## src/rtl/wallball_engine.sv

```systemverilog
module wallball_engine #(
  parameter int W      = 640,
  parameter int H      = 480,
  parameter int BAT_X  = 16,
  parameter int BAT_W  = 4,
  parameter int BAT_H  = 64,
  parameter int BALL   = 8,
  parameter int SPEED  = 2,
  parameter int DW     = 8
) (
  input  logic                        clk,
  input  logic                        rst_n,
  input  logic                        frame_tick,
  input  logic signed [DW-1:0]        mouse_dy,
  input  logic                        serve,
  input  logic [$clog2(W)-1:0]        scan_x,
  input  logic [$clog2(H)-1:0]        scan_y,
  output logic [$clog2(W)-1:0]        ball_x,
  output logic [$clog2(H)-1:0]        ball_y,
  output logic [$clog2(H)-1:0]        bat_y,
  output logic                        ball_lost,
  output logic                        pixel_on
);
  localparam int XW = $clog2(W);
  localparam int YW = $clog2(H);
  localparam logic [XW-1:0] XMAX    = XW'(W - BALL);
  localparam logic [YW-1:0] YMAX    = YW'(H - BALL);
  localparam logic [YW-1:0] BAT_MAX = YW'(H - BAT_H);
  localparam logic [XW-1:0] SERVE_X = XW'(BAT_X + BAT_W);
  localparam logic [XW-1:0] SPD_X   = XW'(SPEED);
  localparam logic [YW-1:0] SPD_Y   = YW'(SPEED);

  logic [XW-1:0] bx_q, bx_n;
  logic [YW-1:0] by_q, by_n, bat_q, bat_n;
  logic          vx_left_q, vx_left_n, vy_up_q, vy_up_n, lost_q, lost_n;
  logic [15:0]   lfsr_q;
  logic [YW-1:0] serve_raw, serve_y;
  logic          overlap;
  logic signed [YW+1:0] bat_sum;

  assign ball_x    = bx_q;
  assign ball_y    = by_q;
  assign bat_y     = bat_q;
  assign ball_lost = lost_q;

  assign serve_raw = lfsr_q[YW-1:0];
  assign serve_y   = (serve_raw > YMAX) ? serve_raw - YMAX - 1'b1 : serve_raw;

  assign overlap = ({1'b0, by_q} < {1'b0, bat_q} + (YW+1)'(BAT_H)) &&
                   ({1'b0, by_q} + (YW+1)'(BALL) > {1'b0, bat_q});

  assign bat_sum = $signed({2'b00, bat_q}) + (YW+2)'(mouse_dy);
  assign bat_n   = (bat_sum < 0) ? '0 :
                   (bat_sum > $signed({2'b00, BAT_MAX})) ? BAT_MAX : bat_sum[YW-1:0];

  always_comb begin
    bx_n = bx_q; by_n = by_q; vx_left_n = vx_left_q; vy_up_n = vy_up_q; lost_n = lost_q;
    if (vy_up_q) begin
      if (by_q <= SPD_Y) begin by_n = '0; vy_up_n = 1'b0; end
      else by_n = by_q - SPD_Y;
    end else begin
      if (by_q >= YMAX - SPD_Y) begin by_n = YMAX; vy_up_n = 1'b1; end
      else by_n = by_q + SPD_Y;
    end
    if (!vx_left_q) begin
      if (bx_q >= XMAX - SPD_X) begin bx_n = XMAX; vx_left_n = 1'b1; end
      else bx_n = bx_q + SPD_X;
    end else if (bx_q >= SERVE_X && bx_q <= SERVE_X + SPD_X && overlap) begin
      bx_n = SERVE_X; vx_left_n = 1'b0;
    end else if (bx_q <= SPD_X) begin
      bx_n = '0; lost_n = 1'b1;
    end else begin
      bx_n = bx_q - SPD_X;
    end
  end

  always_ff @(posedge clk) begin
    if (!rst_n) begin
      lfsr_q    <= 16'hACE1;
      bx_q      <= SERVE_X;
      by_q      <= YW'((H - BALL) / 2);
      bat_q     <= YW'((H - BAT_H) / 2);
      vx_left_q <= 1'b0;
      vy_up_q   <= 1'b0;
      lost_q    <= 1'b1;
    end else begin
      lfsr_q <= {lfsr_q[14:0], lfsr_q[15] ^ lfsr_q[13] ^ lfsr_q[12] ^ lfsr_q[10]};
      if (frame_tick) bat_q <= bat_n;
      if (serve) begin
        bx_q      <= SERVE_X;
        by_q      <= serve_y;
        vx_left_q <= 1'b0;
        vy_up_q   <= lfsr_q[15];
        lost_q    <= 1'b0;
      end else if (frame_tick && !lost_q) begin
        bx_q      <= bx_n;
        by_q      <= by_n;
        vx_left_q <= vx_left_n;
        vy_up_q   <= vy_up_n;
        lost_q    <= lost_n;
      end
    end
  end

  assign pixel_on =
    (({1'b0, scan_x} >= {1'b0, bx_q}) && ({1'b0, scan_x} < {1'b0, bx_q} + (XW+1)'(BALL)) &&
     ({1'b0, scan_y} >= {1'b0, by_q}) && ({1'b0, scan_y} < {1'b0, by_q} + (YW+1)'(BALL))) ||
    ((scan_x >= XW'(BAT_X)) && (scan_x < XW'(BAT_X + BAT_W)) &&
     ({1'b0, scan_y} >= {1'b0, bat_q}) && ({1'b0, scan_y} < {1'b0, bat_q} + (YW+1)'(BAT_H)));

  a_r2_bat_hold: assert property (@(posedge clk) disable iff (!rst_n)
    !frame_tick |=> $stable(bat_y));
  a_r2_bat_range: assert property (@(posedge clk) disable iff (!rst_n)
    bat_y <= BAT_MAX);
  a_r4_ball_hold: assert property (@(posedge clk) disable iff (!rst_n)
    (!frame_tick && !serve) |=> ($stable(ball_x) && $stable(ball_y)));
  a_r5_y_range: assert property (@(posedge clk) disable iff (!rst_n)
    ball_y <= YMAX);
  a_r6_x_range: assert property (@(posedge clk) disable iff (!rst_n)
    ball_x <= XMAX);
  a_r3_serve_place: assert property (@(posedge clk) disable iff (!rst_n)
    serve |=> (!ball_lost && ball_x == SERVE_X));
  a_r8_lost_frozen: assert property (@(posedge clk) disable iff (!rst_n)
    (ball_lost && !serve) |=> (ball_lost && $stable(ball_x) && $stable(ball_y)));
  a_r8_lost_at_edge: assert property (@(posedge clk) disable iff (!rst_n)
    $rose(ball_lost) |-> ball_x == '0);
endmodule

```

## config.mk

```make
export PLATFORM = sky130hd
export DESIGN_NAME = wallball_engine
export DESIGN_NICKNAME = d
export VERILOG_FILES = /design/src/rtl/wallball_engine.sv
export SDC_FILE = /design/constraint.sdc
export NUM_CORES = 1
export LEC_CHECK = 0
export BUFFER_PORTS_ARGS = -buffer_cell sky130_fd_sc_hd__buf_2
export CAP_MARGIN = 20
export CORE_MARGIN = 3
export CORE_UTILIZATION = 25
export CTS_CLUSTER_DIAMETER = 40
export DETAILED_ROUTE_END_ITERATION = 6
export PLACE_DENSITY_LB_ADDON = 0.12
export SLEW_MARGIN = 25
export SYNTH_ARGS = -nofsm -noshare
export SYNTH_HDL_FRONTEND = slang
export SYNTH_SLANG_ARGS = --single-unit
```

## constraint.sdc

```tcl
create_clock -name clk -period 3.2 [get_ports clk]
set_clock_uncertainty 0.2 [all_clocks]
set_input_delay 0.16 -clock clk [delete_from_list [all_inputs] [get_ports clk]]
set_output_delay 0.16 -clock clk [all_outputs]
set_load 0.005 [all_outputs]
```

==> summary.md <==
| Metric | Value |
|---|---|
| Peak supply drop | `0.000195 V` |
| Cell Pwr Density | `about 360 nW/um^2` |
| Syn Area/Cell | `between 8 and 9 sq um` |
| # port buffers | `58` |
| Via-to-Cell Ratio | `approximately 5` |
| HPWL after detailed placement | `12.1 mm` |
| Die Area | `between 20000 and 25000 sq um` |
| Seq. cell area | `~930 sq um` |
| Global route overflow | `0` |
| Cells after Synth | `between 500 and 600` |
| Endpoint class of the critical path | `output pin` |
| Syn nets | `713` |
| Sequential-to-total area share from yosys stat | `0.189` |
| Yosys reg bits | `46` |
| ANT nets after route | `0` |
| Mapped cell area | `between 4000 and 5000 sq um` |
| Period utilisation layout | `0.943` |
| Vias | `4591` |
| # diodes | `0` |
| Fin Setup TNS | `0 ns` |
| CTS root buf | `clkbuf_16` |
| Critical path class | `flop to output pin` |
| Slew HR | `0.536` |
| Number of iterations in the first detailed-routing pass | `4` |
| Hold-fix buffers, CTS | `0` |
| Share of layout cells above drive strength 1 | `0.195` |
| DRC viols | `0` |
| Worst slack, placed | `~0.23 ns` |
| Total CTS buffers | `5` |
| Nets | `roughly 780` |
| Fillcell total | `2103` |
| CTS H-tree depth | `2` |
| Max cap viols | `0` |
| Core area | `18900 sq um` |
| Final wirelength | `about 15 mm` |
| Antenna violations before repair | `0` |
| Top-count cell post-synth | `ha_1` |
| Worst setup margin | `0.182 ns` |
| Library cells used by synthesis | `77` |
| Die height | `146 um` |
| Row Count | `50` |
| Number of setup violations in the final report | `0` |
| Worst hold slack | `around 0.025 ns` |
| Critical Path RT | `2.84 ns` |
| Final Cell Area | `5760 sq um` |
| Area growth, synth to finish | `18.2%` |
| Dpl cells | `912` |
| Number of max-slew violations in the final report | `0` |
| Pleak | `between 0.002 and 0.003 uW` |
| Fmax achieved | `331 MHz` |
| Largest net degree at the start of global routing | `27` |
| CP arrival | `~2.7 ns` |
| Tmin final | `approximately 3.0 ns` |
| I/O pin total | `a little over 60` |
| Layout Cells excl Fill | `923` |
| Crit Path Max Fanout | `3` |
| Dpl cell area | `around 5500 sq um` |
| Slew of the pin with the lowest slew margin | `around 0.70 ns` |
| Startpoint Class | `flop` |
| Clock transition at path regs | `roughly 0.07 ns` |
| Yosys top cell area share | `0.213` |
| Status | `completed` |
| Main synth FF type | `dfxtp_1` |
| Area taken by multi-input logic gates | `3710 sq um` |
| Per-cell routed wire length | `16.3 um` |
| Routability cong. | `approximately 0.86` |
| Async S/R FF share, synth | `0` |
| Drt first-iter violations | `about 200` |
| Vias in the first global route | `approximately 4500` |
| Clock sinks | `46` |
| CTS max path bufs | `2` |
| Clk_lat worst skew | `approximately 0.3 ns` |
| Starting Density | `0.258` |
| TritonCTS clock tree | `built` |
| Post-synth EDFFs | `0` |
| First-pass GRT wire length | `24.5 mm` |
| Hold Crit Class | `input port to flop` |
| Synth Warn # | `0` |
| Die Wd | `between 100 and 150 um` |
| Top post-synthesis cells by count | `ha_1, dfxtp_1, nand2_1, inv_1, a21oi_1` |
| Total track usage | `0.140` |
| Synth area leader | `ha_1` |
| Final hold violations | `0` |
| Largest cells by area after synthesis | `ha_1, dfxtp_1, xnor2_1` |
[cell type report]
class                           count  share of cell area
Inverter                           44              0.0287
Timing Repair Buffer               82              0.0824
Clock inverter                      3             0.00435
Multi-Input combinational cell    483               0.644
Clock buffer                        5              0.0217
Sequential cell                    46               0.162
Tap cell                          260              0.0565
[layer usage]
layer	track usage	wire [um]
met2	0.224	6690
met1	0.196	7510
met5	0	0
met4	0.0356	244
met3	0.0237	603
[state kept, by name (all words and copies together), names as in the netlist]
| register | cells |
|---|---|
| bat_y | 9 |
| lfsr_q | 16 |
| ball_lost | 1 |
| vx_left_q | 1 |
| vy_up_q | 1 |
| ball_x | 9 |
| ball_y | 9 |
[final timing paths]
check             cells past startpoint       start          to  slack (ns)
hold reg to reg                       1  lfsr_q[14]  lfsr_q[15]        0.22
hold / removal                        2       rst_n    bat_y[6]        0.02
setup reg to reg                     12   ball_y[3]   ball_x[7]        0.22
setup / recovery                     12   ball_y[3]    pixel_on        0.18
[worst max-delay path, cell delays in order, from the launching register on]
cell and delay (ns):
dfxtp_2 0.34, ha_1 0.21, and3_4 0.21, xnor2_4 0.17
inv_1 0.07, ha_1 0.20, a2111o_1 0.38, nor2_1 0.09
a211oi_1 0.08, nor3_1 0.19, nand4_1 0.14, o31ai_2 0.11
buf_2 0.17
[power breakdown]
group / switching [uW] / total [uW] / leakage (uW) / internal, uW
sequential: 45.8 / 658 / 0.000379 / 612
combinational: 487 / 876 / 0.00208 / 389
clock: 262 / 556 / 0.0000704 / 295
total: 794 / 2090 / 0.00253 / 1300
[cells by family after synthesis]
kind of cell             synth area share
AND/OR/NAND/NOR                     0.199
AO/OA/AOI/OAI                       0.261
adder cells (fa/ha/maj)             0.217
buffers and inverters              0.0614
flip-flops                          0.189
XOR/XNOR                           0.0647
multiplexers                      0.00694
other                            0.000770
[cell usage in the layout, fill, tap and decap left out, types with 10 or more instances in the layout]
master,synthesis,routed
inv_1,40,40
o21a_1,10,10
xnor2_1,29,27
nor2_1,30,29
buf_4,2,23
ha_1,83,83
nor3_1,11,11
nand2b_1,18,18
nand3_1,20,19
o21ai_0,26,25
o211ai_1,11,11
dfxtp_1,46,40
nand2_1,42,42
a21oi_1,35,35
buf_2,5,58
nor2b_1,10,10
[what timing repair did]
action,CTS,global route
pin swaps,0,5
gates resized for setup,1,20
endpoints found under the setup margin,1,5
gates cloned,0,0
buffers inserted,0,3
[per-stage QoR]
| stage | util | total power, uW |
|---|---|---|
| 2_1_floorplan | - | 1240 |
| 3_3_place_gp | 0.292 | 1480 |
| 3_5_place_dp | 0.292 | 1500 |
| 4_1_cts | 0.300 | 2080 |
| 5_1_grt | 0.305 | 2260 |
| 6_report | 0.305 | 2090 |
No activity file was read; power rests on OpenSTA's default activity.
